File: config.mk
export PLATFORM = sky130hd
export DESIGN_NAME = phase_interp_dac
export DESIGN_NICKNAME = d
export VERILOG_FILES = /design/src/rtl/interp_pkg.sv /design/src/rtl/interp_regfile.sv /design/src/rtl/interp_nib_add.sv /design/src/rtl/interp_accum.sv /design/src/rtl/interp_wave_slice.sv /design/src/rtl/phase_interp_dac.sv
export SDC_FILE = /design/constraint.sdc
export NUM_CORES = 1
export LEC_CHECK = 0
export BUFFER_PORTS_ARGS = -buffer_cell sky130_fd_sc_hd__clkbuf_2
export CAP_MARGIN = 10
export CORE_MARGIN = 4
export CORE_UTILIZATION = 60
export CTS_CLUSTER_SIZE = 20
export DETAILED_ROUTE_END_ITERATION = 16
export PLACE_DENSITY = 0.8
export SKIP_LAST_GASP = 1
export SYNTH_ARGS = -nofsm -noshare
export SYNTH_HDL_FRONTEND = slang
export SYNTH_HIERARCHICAL = 1
export SYNTH_SLANG_ARGS = --single-unit
File: constraint.sdc
create_clock -name clk_i -period 8.4 [get_ports clk_i]
set_input_delay 0.42 -clock clk_i [delete_from_list [all_inputs] [get_ports clk_i]]
set_output_delay 0.42 -clock clk_i [all_outputs]
set_load 0.03 [all_outputs]
File: src/rtl/interp_pkg.sv
package interp_pkg;
  localparam int unsigned NIB_W    = 4;
  localparam int unsigned ACC_NIBS = 3;
  localparam int unsigned N_REGS   = 4;

  typedef enum logic [1:0] {
    SEQ_IDLE = 2'd0,
    SEQ_ADD  = 2'd1,
    SEQ_LOOK = 2'd2
  } seq_state_e;
endpackage

File: src/rtl/interp_regfile.sv
module interp_regfile #(
  parameter  int unsigned NIB_W  = interp_pkg::NIB_W,
  parameter  int unsigned N_REGS = interp_pkg::N_REGS,
  localparam int unsigned SEL_W  = $clog2(N_REGS)
) (
  input  logic             clk_i,
  input  logic             rst_ni,
  input  logic             wr_ni,
  input  logic [SEL_W-1:0] waddr_i,
  input  logic [NIB_W-1:0] wdata_i,
  input  logic [SEL_W-1:0] rd_sel_i,
  output logic [NIB_W-1:0] rd_data_o
);
  logic [N_REGS-1:0][NIB_W-1:0] regs_q;

  for (genvar r = 0; r < N_REGS; r++) begin : g_reg
    always_ff @(posedge clk_i or negedge rst_ni) begin
      if (!rst_ni) regs_q[r] <= '0;
      else if (!wr_ni && waddr_i == SEL_W'(r)) regs_q[r] <= wdata_i;
    end
  end

  assign rd_data_o = regs_q[rd_sel_i];

  // holding registers change only under a low strobe
  assert_regs_hold_R1: assert property (@(posedge clk_i) disable iff (!rst_ni)
    wr_ni |=> $stable(regs_q));
endmodule

File: src/rtl/interp_nib_add.sv
module interp_nib_add #(
  parameter int unsigned NIB_W = interp_pkg::NIB_W
) (
  input  logic [NIB_W-1:0] a_i,
  input  logic [NIB_W-1:0] b_i,
  input  logic             c_i,
  output logic [NIB_W-1:0] s_o,
  output logic             c_o
);
  logic [NIB_W:0] full;
  assign full = {1'b0, a_i} + {1'b0, b_i} + {{NIB_W{1'b0}}, c_i};
  assign s_o  = full[NIB_W-1:0];
  assign c_o  = full[NIB_W];
endmodule

File: src/rtl/interp_accum.sv
module interp_accum
  import interp_pkg::*;
#(
  parameter  int unsigned NIB_W    = interp_pkg::NIB_W,
  parameter  int unsigned ACC_NIBS = interp_pkg::ACC_NIBS,
  parameter  int unsigned N_REGS   = interp_pkg::N_REGS,
  localparam int unsigned IDX_W    = $clog2(ACC_NIBS),
  localparam int unsigned SEL_W    = $clog2(N_REGS),
  localparam int unsigned ACC_W    = NIB_W * ACC_NIBS
) (
  input  logic             clk_i,
  input  logic             rst_ni,
  input  logic             start_i,
  input  logic [NIB_W-1:0] inc_nib_i,
  output logic [SEL_W-1:0] rd_sel_o,
  output logic [ACC_W-1:0] acc_o,
  output logic             busy_o,
  output logic             look_o
);
  seq_state_e                     state_q;
  logic [IDX_W-1:0]               idx_q;
  logic [ACC_NIBS-1:0][NIB_W-1:0] acc_q;
  logic [ACC_NIBS-1:0]            we_n;
  logic                           carry_q, cin, cout, top;
  logic [NIB_W-1:0]               op_a, op_b, sum;

  assign top      = (idx_q == IDX_W'(ACC_NIBS - 1));
  // top subcycle keeps the last increment register selected and uses its sign
  assign rd_sel_o = top ? SEL_W'(ACC_NIBS - 2) : SEL_W'(idx_q);
  assign op_a     = acc_q[idx_q];
  assign op_b     = top ? {NIB_W{inc_nib_i[NIB_W-1]}} : inc_nib_i;
  assign cin      = (idx_q != '0) && carry_q;

  interp_nib_add #(.NIB_W(NIB_W)) u_add (
    .a_i(op_a), .b_i(op_b), .c_i(cin), .s_o(sum), .c_o(cout)
  );

  for (genvar k = 0; k < ACC_NIBS; k++) begin : g_nib
    logic [NIB_W-1:0] nib_q;
    assign we_n[k] = !(state_q == SEQ_ADD && idx_q == IDX_W'(k));
    always_ff @(posedge clk_i or negedge rst_ni) begin
      if (!rst_ni)       nib_q <= '0;
      else if (!we_n[k]) nib_q <= sum;
    end
    assign acc_q[k] = nib_q;
  end

  always_ff @(posedge clk_i or negedge rst_ni) begin
    if (!rst_ni) begin
      state_q <= SEQ_IDLE;
      idx_q   <= '0;
      carry_q <= 1'b0;
    end else begin
      unique case (state_q)
        SEQ_IDLE: if (start_i) begin
          state_q <= SEQ_ADD;
          idx_q   <= '0;
        end
        SEQ_ADD: begin
          carry_q <= cout;
          if (top) state_q <= SEQ_LOOK;
          else     idx_q   <= idx_q + 1'b1;
        end
        SEQ_LOOK: state_q <= SEQ_IDLE;
        default:  state_q <= SEQ_IDLE;
      endcase
    end
  end

  assign acc_o  = acc_q;
  assign busy_o = (state_q != SEQ_IDLE);
  assign look_o = (state_q == SEQ_LOOK);

  // one nibble written per clock
  assert_one_nib_write_R5: assert property (@(posedge clk_i) disable iff (!rst_ni)
    $onehot0(~we_n));
  // low nibble adds with zero carry-in
  assert_low_nib_sum_R5: assert property (@(posedge clk_i) disable iff (!rst_ni)
    (state_q == SEQ_ADD && idx_q == '0) |=>
      acc_q[0] == NIB_W'($past(acc_q[0]) + $past(inc_nib_i)));
  // accumulator frozen while idle and during lookup
  assert_acc_hold_R6: assert property (@(posedge clk_i) disable iff (!rst_ni)
    (state_q != SEQ_ADD) |=> $stable(acc_q));
endmodule

File: src/rtl/interp_wave_slice.sv
module interp_wave_slice #(
  parameter int unsigned PH_W  = 8,
  parameter int unsigned NIB_W = interp_pkg::NIB_W,
  parameter int unsigned SLICE = 0
) (
  input  logic [PH_W-1:0]  phase_i,
  input  logic             cos_i,
  output logic [NIB_W-1:0] nib_o
);
  localparam int HALF = 2 ** (PH_W - 1);
  localparam int QTR  = 2 ** (PH_W - 2);

  function automatic logic [PH_W-1:0] wave(logic [PH_W-1:0] p);
    int h, y;
    h = int'(p[PH_W-2:0]);
    y = (h * (HALF - h)) >>> (PH_W - 3);
    if (y > HALF - 1) y = HALF - 1;
    if (p[PH_W-1]) return PH_W'(HALF - y);
    else           return PH_W'(HALF + y);
  endfunction

  logic [PH_W-1:0] p_eff, full;
  assign p_eff = phase_i + (cos_i ? PH_W'(QTR) : '0);
  assign full  = wave(p_eff);
  assign nib_o = full[SLICE*NIB_W +: NIB_W];
endmodule

File: src/rtl/phase_interp_dac.sv
module phase_interp_dac
  import interp_pkg::*;
#(
  parameter  int unsigned NIB_W    = interp_pkg::NIB_W,
  parameter  int unsigned ACC_NIBS = interp_pkg::ACC_NIBS,
  parameter  int unsigned N_REGS   = interp_pkg::N_REGS,
  localparam int unsigned SEL_W    = $clog2(N_REGS),
  localparam int unsigned ACC_W    = NIB_W * ACC_NIBS,
  localparam int unsigned DAC_W    = NIB_W * (ACC_NIBS - 1),
  localparam int unsigned N_SLICE  = DAC_W / NIB_W
) (
  input  logic             clk_i,
  input  logic             rst_ni,
  input  logic             wr_ni,
  input  logic [SEL_W-1:0] waddr_i,
  input  logic [NIB_W-1:0] wdata_i,
  input  logic             start_i,
  input  logic             cos_sel_i,
  output logic [DAC_W-1:0] dac_o,
  output logic             busy_o,
  output logic             valid_o
);
  logic [SEL_W-1:0] rd_sel;
  logic [NIB_W-1:0] inc_nib;
  logic [ACC_W-1:0] acc;
  logic             look;
  logic [DAC_W-1:0] wave_w, dac_q;
  logic             valid_q;

  interp_regfile #(.NIB_W(NIB_W), .N_REGS(N_REGS)) u_regs (
    .clk_i, .rst_ni, .wr_ni, .waddr_i, .wdata_i,
    .rd_sel_i(rd_sel), .rd_data_o(inc_nib)
  );

  interp_accum #(.NIB_W(NIB_W), .ACC_NIBS(ACC_NIBS), .N_REGS(N_REGS)) u_acc (
    .clk_i, .rst_ni, .start_i, .inc_nib_i(inc_nib),
    .rd_sel_o(rd_sel), .acc_o(acc), .busy_o, .look_o(look)
  );

  // lowest accumulator nibble is dropped from the phase
  for (genvar s = 0; s < N_SLICE; s++) begin : g_slice
    interp_wave_slice #(.PH_W(DAC_W), .NIB_W(NIB_W), .SLICE(s)) u_tab (
      .phase_i(acc[ACC_W-1:NIB_W]), .cos_i(cos_sel_i),
      .nib_o(wave_w[s*NIB_W +: NIB_W])
    );
  end

  always_ff @(posedge clk_i or negedge rst_ni) begin
    if (!rst_ni) begin
      dac_q   <= '0;
      valid_q <= 1'b0;
    end else begin
      valid_q <= look;
      if (look) dac_q <= wave_w;
    end
  end

  assign dac_o   = dac_q;
  assign valid_o = valid_q;

  // valid is a single-clock pulse
  assert_valid_pulse_R10: assert property (@(posedge clk_i) disable iff (!rst_ni)
    valid_o |=> !valid_o);
  // output word moves only together with valid
  assert_dac_hold_R10: assert property (@(posedge clk_i) disable iff (!rst_ni)
    !valid_o |-> $stable(dac_o));
endmodule

==> summary.md, run 1 <==
| Metric | Value |
|---|---|
| Total congestion overflow after global routing | `0` |
| Slew at the pin closest to its max-slew limit | `1.02 ns` |
| Largest clock skew in the final design | `0.00959 ns` |
| DRC errors left | `0` |
| Worst stage delay on the critical path | `0.78 ns` |
| Clock latency on the worst-skew pair | `0.29 ns` |
| Diodes inserted | `0` |
| Post-synthesis xor/xnor area fraction | `0.0204` |
| Setup TNS | `0 ns` |
| Most common flop cell mapped by yosys | `sky130_fd_sc_hd__dfrtp_1` |
| Min Clock Period, post-route | `7.14 ns` |
| Area of the placeable core | `10400 µm²` |
| Top fanout value on the critical path | `25` |
| Sequential area share after synthesis | `0.163` |
| Synthesized area divided by synthesized cell count | `10.1 µm²` |
| Total wirelength of the detailed-routed design | `12300 µm` |
| Max cap viols | `0` |
| Multiplexer area fraction after synthesis | `0.101` |
| Routed wirelength normalized by instance count | `15.2 µm` |
| Inserted Clock Buffers | `5` |
| Wire length of the first global-routing pass | `22100 µm` |
| Adder-Cell Fraction of Synth Area | `0.384` |
| RSZ-0062 raised after global routing | `false` |
| Number of distinct library cells after synthesis | `68` |
| Period utilisation layout | `0.850` |
| Row count | `37` |
| Number of gates resized after CTS | `0` |
| Hold Slack | `0.289 ns` |
| Final Net Count | `844` |
| Dominant combinational cell family by area after synthesis | `adder cells` |
| Count of flip-flops with a built-in enable after synthesis | `0` |
| Syn Std Cell Area | `6450 µm²` |
| Top cells by area in the synthesized netlist | `sky130_fd_sc_hd__ha_1, sky130_fd_sc_hd__fa_1, sky130_fd_sc_hd__dfrtp_1, sky130_fd_sc_hd__inv_1, sky130_fd_sc_hd__mux2_2` |
| CTS clock-pin slew for the worst setup and hold paths | `0.08 ns` |
| Final Wtd Congestion | `0.817` |
| Fraction of layout instances using a drive strength above 1 | `0.132` |
| Worst setup path class | `flip-flop to flip-flop` |
| Total die area | `12500 µm²` |
| Fraction of the mapped netlist area in compound gates | `0.0919` |
| Combined buffer and inverter count along the critical path | `3` |
| Mean number of vias per cell | `5.57` |
| Via count | `4499` |
| Quantity of I/O buffers inserted on ports | `20` |
| X dimension of the die | `112 µm` |
| Number of register bits inferred by synthesis | `42` |
| Top-level port count | `21` |
| Clock Path Buffers | `2` |
| Iteration-0 DRC count of the detailed router | `187` |
| Commonest non-fill, non-tap cell in the layout | `sky130_fd_sc_hd__ha_1` |
| Die Ht | `112 µm` |
| Maximum number of pins on one net before global-route repair | `43` |
| Max frequency | `140 MHz` |
| Cell count after synthesis | `638` |
| Cell class contributing the biggest share of worst-path delay | `adder cells` |
| Proportion of register bits with asynchronous set or reset after synthesis | `1.00` |
| Fill cell count | `841` |
| CP max-delay cell | `sky130_fd_sc_hd__dfrtp_1` |
| Cell accounting for the most synthesized area | `sky130_fd_sc_hd__ha_1` |
| Startpoint types | `flip-flop` |
| Area occupied by multi-input gates | `5010 µm²` |
| Num Clock Sinks | `42` |
| Class of the most critical hold timing path | `input pin to asynchronous set/reset pin` |
| Effective utilization at floorplan | `0.619` |
| Critical path required time | `8.59 ns` |
| TritonCTS clock tree | `done` |
| Critical path capture point type | `flip-flop` |
| Final Max Tran Viols | `0` |
| Final hold viol count | `0` |
| Clock Tree Root | `sky130_fd_sc_hd__clkbuf_8` |
| Global Route Usage Sum | `0.211` |
| Number of buffers inserted by post-CTS setup repair | `0` |
| Post-Synth Simple-Gate Area | `0.169` |
| WP data arrival | `7.32 ns` |
| Area share of the largest cell type after synthesis | `0.198` |
| Count of warnings emitted by yosys | `6` |
| Count of antenna-violating nets left after detailed routing | `0` |
| Number of hold buffers added after CTS | `0` |
| Top library cells by usage in the layout, fill and taps aside | `sky130_fd_sc_hd__ha_1, sky130_fd_sc_hd__inv_1, sky130_fd_sc_hd__fa_1, sky130_fd_sc_hd__nor2b_1, sky130_fd_sc_hd__dfrtp_1` |
| Detailed-router iteration count before antenna repair | `4` |
| Via count of the first global-routing pass | `4866` |
| Seq. cell area | `1050 µm²` |
| Antenna violations before repair | `0` |
| Detailed-placement wirelength estimate | `10000 µm` |
| H-tree depth | `2` |
| Number of failing setup endpoints in the final timing report | `0` |
| Synth-to-Final Area Change | `5.70%` |
| Outcome | `complete, no violations` |
| Worst-case headroom to the max-slew limit | `0.317` |
| Worst setup slack for register-to-register paths | `1.26 ns` |
-- worst reg2reg max path, delay by kind of cell, from the launching register on --
kind | cells | cell delay (ns)
AO/OA/AOI/OAI | 8 | 1.57
flip-flops | 1 | 0.78
multiplexers | 1 | 0.28
AND/OR/NAND/NOR | 6 | 0.89
buffers and inverters | 3 | 0.34
adder cells (fa/ha/maj) | 8 | 3.17
-- worst paths after layout --
| path | start | end | depth (start not counted) |
|---|---|---|---|
| setup / recovery | u_acc/g_nib[1].nib_q[0] | dac_o[2] | 26 |
| hold / removal | rst_ni | dac_o[0] | 1 |
| setup reg to reg | u_acc/g_nib[1].nib_q[0] | dac_o[2] | 26 |
| hold reg to reg | u_regs/regs_q[5] | u_regs/regs_q[5] | 1 |
| max in group asynchronous | rst_ni | u_acc/g_nib[2].nib_q[0] | 1 |
| min in group clk_i | start_i | u_acc/state_q[0] | 3 |
-- state kept, by name (all words and copies together), names as in the netlist --
signal	flops
valid_o	1
u_acc/carry_q	1
u_acc/g_nib.nib_q	12
dac_o	8
u_regs/regs_q	16
u_acc/state_q	2
u_acc/idx_q	2
-- area by class of cell --
class | count | share of cell area
Inverter | 101 | 0.0556
Sequential cell | 42 | 0.154
Multi-Input combinational cell | 501 | 0.734
Tap cell | 136 | 0.0250
Clock buffer | 6 | 0.0106
Timing Repair Buffer | 20 | 0.0147
Clock inverter | 2 | 0.00551
-- kinds of logic after synthesis --
logic type,count (synthesis)
fa+ha+maj,162
xor+xnor,15
compound gates,78
buf+inv,109
other cells,2
simple gates,179
flops,42
mux,51
-- cells in the mapped netlist (all sizes together), types with 9 or more instances --
library cell,number
a21oi,17
and2,26
dfrtp,42
fa,60
ha,102
inv,101
mux2,38
mux2i,9
nand2,13
nand2b,10
nor2,32
nor2b,45
nor3,11
o21ai,13
xor2,9
-- metrics by stage --
| step | cells | setup WS (ns) | util | area, µm² |
|---|---|---|---|---|
| floorplan | 652 | 1.91 | - | 6500 |
| global placement | 800 | 1.53 | 0.644 | 6710 |
| detailed placement | 800 | 1.31 | 0.644 | 6710 |
| CTS | 808 | 1.26 | 0.655 | 6820 |
| global route | 808 | 0.637 | 0.655 | 6820 |
| finish | 808 | 1.26 | 0.655 | 6820 |
-- per-layer routing --
layer / GRT usage / part of all wire / vias up
met5: 0 / 0 / -
met4: 0.0487 / 0.016 / 0
met3: 0.0179 / 0.029 / 16
met2: 0.368 / 0.50 / 71
met1: 0.286 / 0.46 / 2207
li1: - / - / 2205
Power of run 1 is not shown: default switching activity piles up to over one toggle a cycle in this logic, so the estimate is an artifact.
==> run 2, diff against run 1 <==
Settings changed: CORE_UTILIZATION 60 to 59, PLACE_DENSITY 0.8 to 0.82.
Clock period 8.4 ns to 6.4 ns, I/O delays scaled along.
==> summary.md, run 2 (synthesis results as in run 1) <==
| Metric | Value |
|---|---|
| Via count of the first global-routing pass | `5138 (was 4866)` |
| Register with the highest flop count | `u_regs/regs_q (unchanged)` |
| Critical path required time | `6.64 ns (was 8.59 ns)` |
| Routed wirelength normalized by instance count | `16.3 µm (was 15.2 µm)` |
| Clock Tree Root | `sky130_fd_sc_hd__clkbuf_8 (unchanged)` |
| Worst stage delay on the critical path | `0.56 ns (was 0.78 ns)` |
| Effective utilization at floorplan | `0.616 (was 0.619)` |
| Worst setup path class | `flip-flop to flip-flop (unchanged)` |
| Maximum number of pins on one net before global-route repair | `43 (unchanged)` |
| Worst-case headroom to the max-slew limit | `0.317 (about the same)` |
| H-tree depth | `2 (unchanged)` |
| Total congestion overflow after global routing | `0 (unchanged)` |
| Period utilisation layout | `0.992 (was 0.850)` |
| X dimension of the die | `113 µm (was 112 µm)` |
| Global Route Usage Sum | `0.220 (was 0.211)` |
| Count of antenna-violating nets left after detailed routing | `0 (unchanged)` |
| Area occupied by multi-input gates | `5150 µm² (was 5010 µm²)` |
| Reg2reg path depth | `27 (was 26)` |
| Startpoint types | `flip-flop (unchanged)` |
| Clock Path Buffers | `2 (unchanged)` |
| Commonest non-fill, non-tap cell in the layout | `sky130_fd_sc_hd__inv_1 (was sky130_fd_sc_hd__ha_1)` |
| CP max-delay cell | `sky130_fd_sc_hd__fa_1 (was sky130_fd_sc_hd__dfrtp_1)` |
| Inserted Clock Buffers | `5 (unchanged)` |
| Critical path capture point type | `flip-flop (unchanged)` |
| Total die area | `12700 µm² (was 12500 µm²)` |
| Top fanout value on the critical path | `5 (was 25)` |
| Number of failing setup endpoints in the final timing report | `0 (unchanged)` |
| Fraction of layout instances using a drive strength above 1 | `0.197 (was 0.132)` |
| Seq. cell area | `1050 µm² (about the same)` |
| Num Clock Sinks | `42 (unchanged)` |
| Worst setup slack for register-to-register paths | `0.05 ns (was 1.26 ns)` |
| Logic depth of the worst setup path including buffers | `27 (was 26)` |
| Row count | `37 (unchanged)` |
| Antenna violations before repair | `0 (unchanged)` |
| Mean number of vias per cell | `5.65 (was 5.57)` |
| Total wirelength of the detailed-routed design | `13500 µm (was 12300 µm)` |
| Class of the most critical hold timing path | `input pin to asynchronous set/reset pin (unchanged)` |
| Max cap viols | `0 (unchanged)` |
| DRC errors left | `0 (unchanged)` |
| Via count | `4681 (was 4499)` |
| Most used cell, CP | `sky130_fd_sc_hd__fa_1` |
| Clock latency on the worst-skew pair | `0.29 ns (about the same)` |
| Flip-flop count of the largest register, all copies and words added | `16 (unchanged)` |
| Fill cell count | `775 (was 841)` |
| Iteration-0 DRC count of the detailed router | `189 (was 187)` |
| TritonCTS clock tree | `done (unchanged)` |
| Max frequency | `158 MHz (was 140 MHz)` |
| Area of the placeable core | `10500 µm² (was 10400 µm²)` |
| Synth-to-Final Area Change | `10.4% (was 5.70%)` |
| Wire length of the first global-routing pass | `23500 µm (was 22100 µm)` |
| Cell class contributing the biggest share of worst-path delay | `adder cells (unchanged)` |
| Slew at the pin closest to its max-slew limit | `1.02 ns (about the same)` |
| Final hold viol count | `0 (unchanged)` |
| Top library cells by usage in the layout, fill and taps aside | `sky130_fd_sc_hd__inv_1, sky130_fd_sc_hd__ha_1, sky130_fd_sc_hd__fa_1, sky130_fd_sc_hd__nor2b_1, sky130_fd_sc_hd__dfrtp_1 (was sky130_fd_sc_hd__ha_1, sky130_fd_sc_hd__inv_1, sky130_fd_sc_hd__fa_1, sky130_fd_sc_hd__nor2b_1, sky130_fd_sc_hd__dfrtp_1)` |
| Die Ht | `113 µm (was 112 µm)` |
| Detailed-router iteration count before antenna repair | `4 (unchanged)` |
| CTS clock-pin slew for the worst setup and hold paths | `0.08 ns (about the same)` |
| Outcome | `complete, no violations (unchanged)` |
| Largest clock skew in the final design | `0.00525 ns (was 0.00959 ns)` |
| Final Max Tran Viols | `0 (unchanged)` |
| Diodes inserted | `0 (unchanged)` |
| Detailed-placement wirelength estimate | `10600 µm (was 10000 µm)` |
| Combined buffer and inverter count along the critical path | `4 (was 3)` |
| Share of the core filled with cells in the final layout | `0.681 (was 0.655)` |
| Top-level port count | `21 (unchanged)` |
| WP data arrival | `6.59 ns (was 7.32 ns)` |
| Min Clock Period, post-route | `6.35 ns (was 7.14 ns)` |
| Final Wtd Congestion | `0.859 (was 0.817)` |
| Hold Slack | `0.192 ns (was 0.289 ns)` |
| Final Net Count | `864 (was 844)` |
| Quantity of I/O buffers inserted on ports | `20 (unchanged)` |
==> run 2: cell types whose count changed in the layout (fill, tap and decap cells not counted), sizes merged <==
cell  change
buf      +20
==> run 2: final timing paths <==
path / start / end
max: u_acc/g_nib[1].nib_q[0] / dac_o[2]
max reg2reg: u_acc/g_nib[1].nib_q[0] / dac_o[2]
min reg2reg: u_acc/g_nib[0].nib_q[3] / u_acc/g_nib[0].nib_q[3]
min in group clk_i: start_i / u_acc/state_q[0]
max in group asynchronous: rst_ni / u_acc/g_nib[1].nib_q[0]
min: rst_ni / dac_o[3]
==> run 2: layout make-up <==
class                   count  area share
well taps                 136      0.0239
clock inverters             2     0.00527
multi-input cells         501       0.723
inverters                 101      0.0532
flip-flops and latches     42       0.148
repair buffers             40      0.0367
clock buffers               6      0.0102
==> run 2: routing by layer <==
layer / wire (µm) / vias to the layer above / GRT usage
met5: 0 / - / 0
met2: 7220 / 97 / 0.404
li1: - / 2245 / -
met1: 5600 / 2311 / 0.275
met3: 423 / 28 / 0.0253
met4: 250 / 0 / 0.0513
==> run 2: timing repair <==
item,in CTS,in global routing
endpoints found under the setup margin,2,6
hold buffers,0,0
gates cloned,0,0
setup buffers,1,6
pin swaps,2,21
resized for setup,4,34
==> run 2: stage by stage <==
stage | instances | cell area, µm² | setup slack (ns) | setup TNS [ns]
after floorplan | 652 | 6500 | 0.0783 | 0
after global placement | 813 | 6810 | 0.124 | 0
after detailed placement | 813 | 6810 | -0.115 | -0.115
after CTS | 822 | 6930 | 0.00360 | 0
after global routing | 828 | 7120 | -0.152 | -0.252
final | 828 | 7120 | 0.0512 | 0
==> run 2: worst register-to-register path, cell delays in order, from the launching register on <==
cell and delay (ns):
sky130_fd_sc_hd__dfrtp_2 0.43, sky130_fd_sc_hd__inv_2 0.06, sky130_fd_sc_hd__ha_2 0.17, sky130_fd_sc_hd__and2_4 0.15
sky130_fd_sc_hd__nor3b_4 0.22, sky130_fd_sc_hd__ha_4 0.26, sky130_fd_sc_hd__nor2b_4 0.12, sky130_fd_sc_hd__fa_1 0.45
sky130_fd_sc_hd__fa_1 0.50, sky130_fd_sc_hd__fa_1 0.49, sky130_fd_sc_hd__inv_1 0.05, sky130_fd_sc_hd__fa_1 0.56
sky130_fd_sc_hd__inv_1 0.08, sky130_fd_sc_hd__ha_4 0.26, sky130_fd_sc_hd__o21ai_2 0.17, sky130_fd_sc_hd__o21bai_2 0.11
sky130_fd_sc_hd__buf_4 0.15, sky130_fd_sc_hd__a211o_2 0.31, sky130_fd_sc_hd__a21o_1 0.20, sky130_fd_sc_hd__a221oi_4 0.30
sky130_fd_sc_hd__a31oi_2 0.16, sky130_fd_sc_hd__nor2_1 0.13, sky130_fd_sc_hd__ha_2 0.21, sky130_fd_sc_hd__nor2_4 0.06
sky130_fd_sc_hd__nand2_2 0.09, sky130_fd_sc_hd__o2111ai_2 0.12, sky130_fd_sc_hd__a311oi_1 0.29, sky130_fd_sc_hd__mux2_4 0.19
Power of run 2 is left out for the same reason.
==> run 3, diff against run 2 <==
Settings changed: BUFFER_PORTS_ARGS -buffer_cell sky130_fd_sc_hd__clkbuf_2 to default, CORE_UTILIZATION 59 to 60, DONT_BUFFER_PORTS from default to 1, PLACE_DENSITY 0.82 to 0.79.
Clock period 6.4 ns to 7.8 ns, I/O delays scaled along.
==> summary.md, run 3 (synthesis results as in run 1) <==
| Metric | Value |
|---|---|
| Fill cell count | `832 (was 775)` |
| Synth-to-Final Area Change | `4.69% (was 10.4%)` |
| Startpoint types | `flip-flop (unchanged)` |
| Class of the most critical hold timing path | `input pin to flip-flop (was input pin to asynchronous set/reset pin)` |
| Reg2reg path depth | `25 (was 27)` |
| Total wirelength of the detailed-routed design | `12800 µm (was 13500 µm)` |
| Final Wtd Congestion | `0.870 (was 0.859)` |
| Critical path capture point type | `flip-flop (unchanged)` |
| Number of gates resized after CTS | `0 (was 4)` |
| Endpoint of the worst-slack reg-to-reg timing path | `dac_o[2] (unchanged)` |
| Number of failing setup endpoints in the final timing report | `0 (unchanged)` |
| Register with the highest flop count | `u_regs/regs_q (unchanged)` |
| Top-level port count | `21 (unchanged)` |
| Number of hold buffers added after CTS | `2 (was 0)` |
| Total die area | `12500 µm² (was 12700 µm²)` |
| TritonCTS clock tree | `done (unchanged)` |
| Top fanout value on the critical path | `14 (was 5)` |
| Area of the placeable core | `10400 µm² (was 10500 µm²)` |
| Outcome | `complete, no violations (unchanged)` |
| Final Net Count | `829 (was 864)` |
| Count of antenna-violating nets left after detailed routing | `0 (unchanged)` |
| Clock latency on the worst-skew pair | `0.30 ns (was 0.29 ns)` |
| Max frequency | `143 MHz (was 158 MHz)` |
| Min Clock Period, post-route | `6.99 ns (was 6.35 ns)` |
| Top library cells by usage in the layout, fill and taps aside | `sky130_fd_sc_hd__ha_1, sky130_fd_sc_hd__inv_1, sky130_fd_sc_hd__fa_1, sky130_fd_sc_hd__nor2b_1, sky130_fd_sc_hd__dfrtp_1 (was sky130_fd_sc_hd__inv_1, sky130_fd_sc_hd__ha_1, sky130_fd_sc_hd__fa_1, sky130_fd_sc_hd__nor2b_1, sky130_fd_sc_hd__dfrtp_1)` |
| RSZ-0062 raised after global routing | `false` |
| Total congestion overflow after global routing | `0 (unchanged)` |
| Antenna violations before repair | `0 (unchanged)` |
| Worst setup path endpoint | `dac_o[2] (unchanged)` |
| Worst setup slack for register-to-register paths | `0.81 ns (was 0.05 ns)` |
| Iteration-0 DRC count of the detailed router | `137 (was 189)` |
| Fraction of layout instances using a drive strength above 1 | `0.113 (was 0.197)` |
| Mean number of vias per cell | `5.71 (was 5.65)` |
| Combined buffer and inverter count along the critical path | `3 (was 4)` |
| Row count | `37 (unchanged)` |
| Worst setup path class | `flip-flop to flip-flop (unchanged)` |
| Setup TNS | `0 ns (unchanged)` |
| Num Clock Sinks | `42 (unchanged)` |
| Effective utilization at floorplan | `0.619 (was 0.616)` |
| Commonest non-fill, non-tap cell in the layout | `sky130_fd_sc_hd__ha_1 (was sky130_fd_sc_hd__inv_1)` |
| Worst stage delay on the critical path | `0.62 ns (was 0.56 ns)` |
| H-tree depth | `2 (unchanged)` |
| Largest clock skew in the final design | `0.0136 ns (was 0.00525 ns)` |
| Detailed-placement wirelength estimate | `10300 µm (was 10600 µm)` |
| X dimension of the die | `112 µm (was 113 µm)` |
| WP data arrival | `7.18 ns (was 6.59 ns)` |
| Flip-flop count of the largest register, all copies and words added | `16 (unchanged)` |
| Logic depth of the worst setup path including buffers | `25 (was 27)` |
| Reg-to-Reg Start | `u_acc/g_nib[1].nib_q[1] (was u_acc/g_nib[1].nib_q[0])` |
| Maximum number of pins on one net before global-route repair | `43 (unchanged)` |
| Cell class contributing the biggest share of worst-path delay | `adder cells (unchanged)` |
| Final hold viol count | `0 (unchanged)` |
| DRC errors left | `0 (unchanged)` |
| Worst setup path start | `u_acc/g_nib[1].nib_q[1] (was u_acc/g_nib[1].nib_q[0])` |
| CTS clock-pin slew for the worst setup and hold paths | `0.08 ns (about the same)` |
| Max cap viols | `0 (unchanged)` |
| Period utilisation layout | `0.897 (was 0.992)` |
| Die Ht | `112 µm (was 113 µm)` |
| Routed wirelength normalized by instance count | `16.1 µm (was 16.3 µm)` |
| Diodes inserted | `0 (unchanged)` |
| Slew at the pin closest to its max-slew limit | `0.737 ns (was 1.02 ns)` |
| Clock Tree Root | `sky130_fd_sc_hd__clkbuf_8 (unchanged)` |
| Final Max Tran Viols | `0 (unchanged)` |
| Worst-case headroom to the max-slew limit | `0.509 (was 0.317)` |
| Via count | `4528 (was 4681)` |
| CP max-delay cell | `sky130_fd_sc_hd__dfrtp_1 (was sky130_fd_sc_hd__fa_1)` |
| Clock Path Buffers | `2 (unchanged)` |
| Number of buffers inserted by post-CTS setup repair | `0 (was 1)` |
| Detailed-router iteration count before antenna repair | `5 (was 4)` |
| Critical path required time | `7.98 ns (was 6.64 ns)` |
| Inserted Clock Buffers | `5 (unchanged)` |
| Wire length of the first global-routing pass | `22600 µm (was 23500 µm)` |
| Quantity of I/O buffers inserted on ports | `0 (was 20)` |
| Via count of the first global-routing pass | `4931 (was 5138)` |
| Global Route Usage Sum | `0.216 (was 0.220)` |
## run 3: cell types whose count changed in the layout (fill, tap and decap cells not counted), sizes merged
cell | before | now
buf | 20 | 4
bufinv | 1 | 0
clkbuf | 26 | 5
clkinvlp | 1 | 2
dlygate4sd3 | 0 | 1
inv | 101 | 102
## run 3: final cells by class
cell class	instances	area (µm²)	share of cell area
clock inverter	3	23.8	0.00352
timing repair buffer	5	52.6	0.00778
multi-input combinational	501	5010	0.742
inverter	101	379	0.0561
clock buffer	5	68.8	0.0102
tap	136	170	0.0252
sequential	42	1050	0.156
## run 3: metal layers
metal / global-route usage / wire length (µm)
met5: 0 / 0
met4: 0.0487 / 187
met3: 0.0337 / 532
met2: 0.392 / 6570
met1: 0.269 / 5470
## run 3: worst reg2reg max path, delay by kind of cell, from the launching register on
| kind | cells | cell delay [ns] |
|---|---|---|
| fa+ha+maj | 8 | 3.14 |
| simple gates | 9 | 1.65 |
| compound gates | 4 | 0.90 |
| flops | 1 | 0.62 |
| buf+inv | 3 | 0.30 |
| mux | 1 | 0.28 |
## run 3: metrics by stage
| step | util | cell area, µm² | hold WS, ns | setup slack, ns | std cells |
|---|---|---|---|---|---|
| after floorplan | - | 6500 | 0.0944 | 1.31 | 652 |
| after global placement | 0.637 | 6630 | 0.0955 | 1.19 | 783 |
| after detailed placement | 0.637 | 6630 | 0.0954 | 0.893 | 783 |
| after CTS | 0.648 | 6750 | 0.230 | 0.810 | 793 |
| after global routing | 0.648 | 6750 | 0.225 | 0.437 | 793 |
| final | 0.648 | 6750 | 0.239 | 0.805 | 793 |
## run 3: worst min-delay path by stage
stage                from                 to  slack, ns  cells past startpoint
3_5_place_dp       rst_ni           dac_o[3]        0.1                      0
2_1_floorplan      rst_ni           dac_o[0]       0.09                      0
5_1_grt        wdata_i[2]   u_regs/regs_q[6]       0.22                      1
4_1_cts        wdata_i[0]   u_regs/regs_q[0]       0.23                      1
6_report       wdata_i[2]  u_regs/regs_q[14]       0.24                      1
3_3_place_gp       rst_ni           dac_o[3]        0.1                      0
Power of run 3 is left out for the same reason.
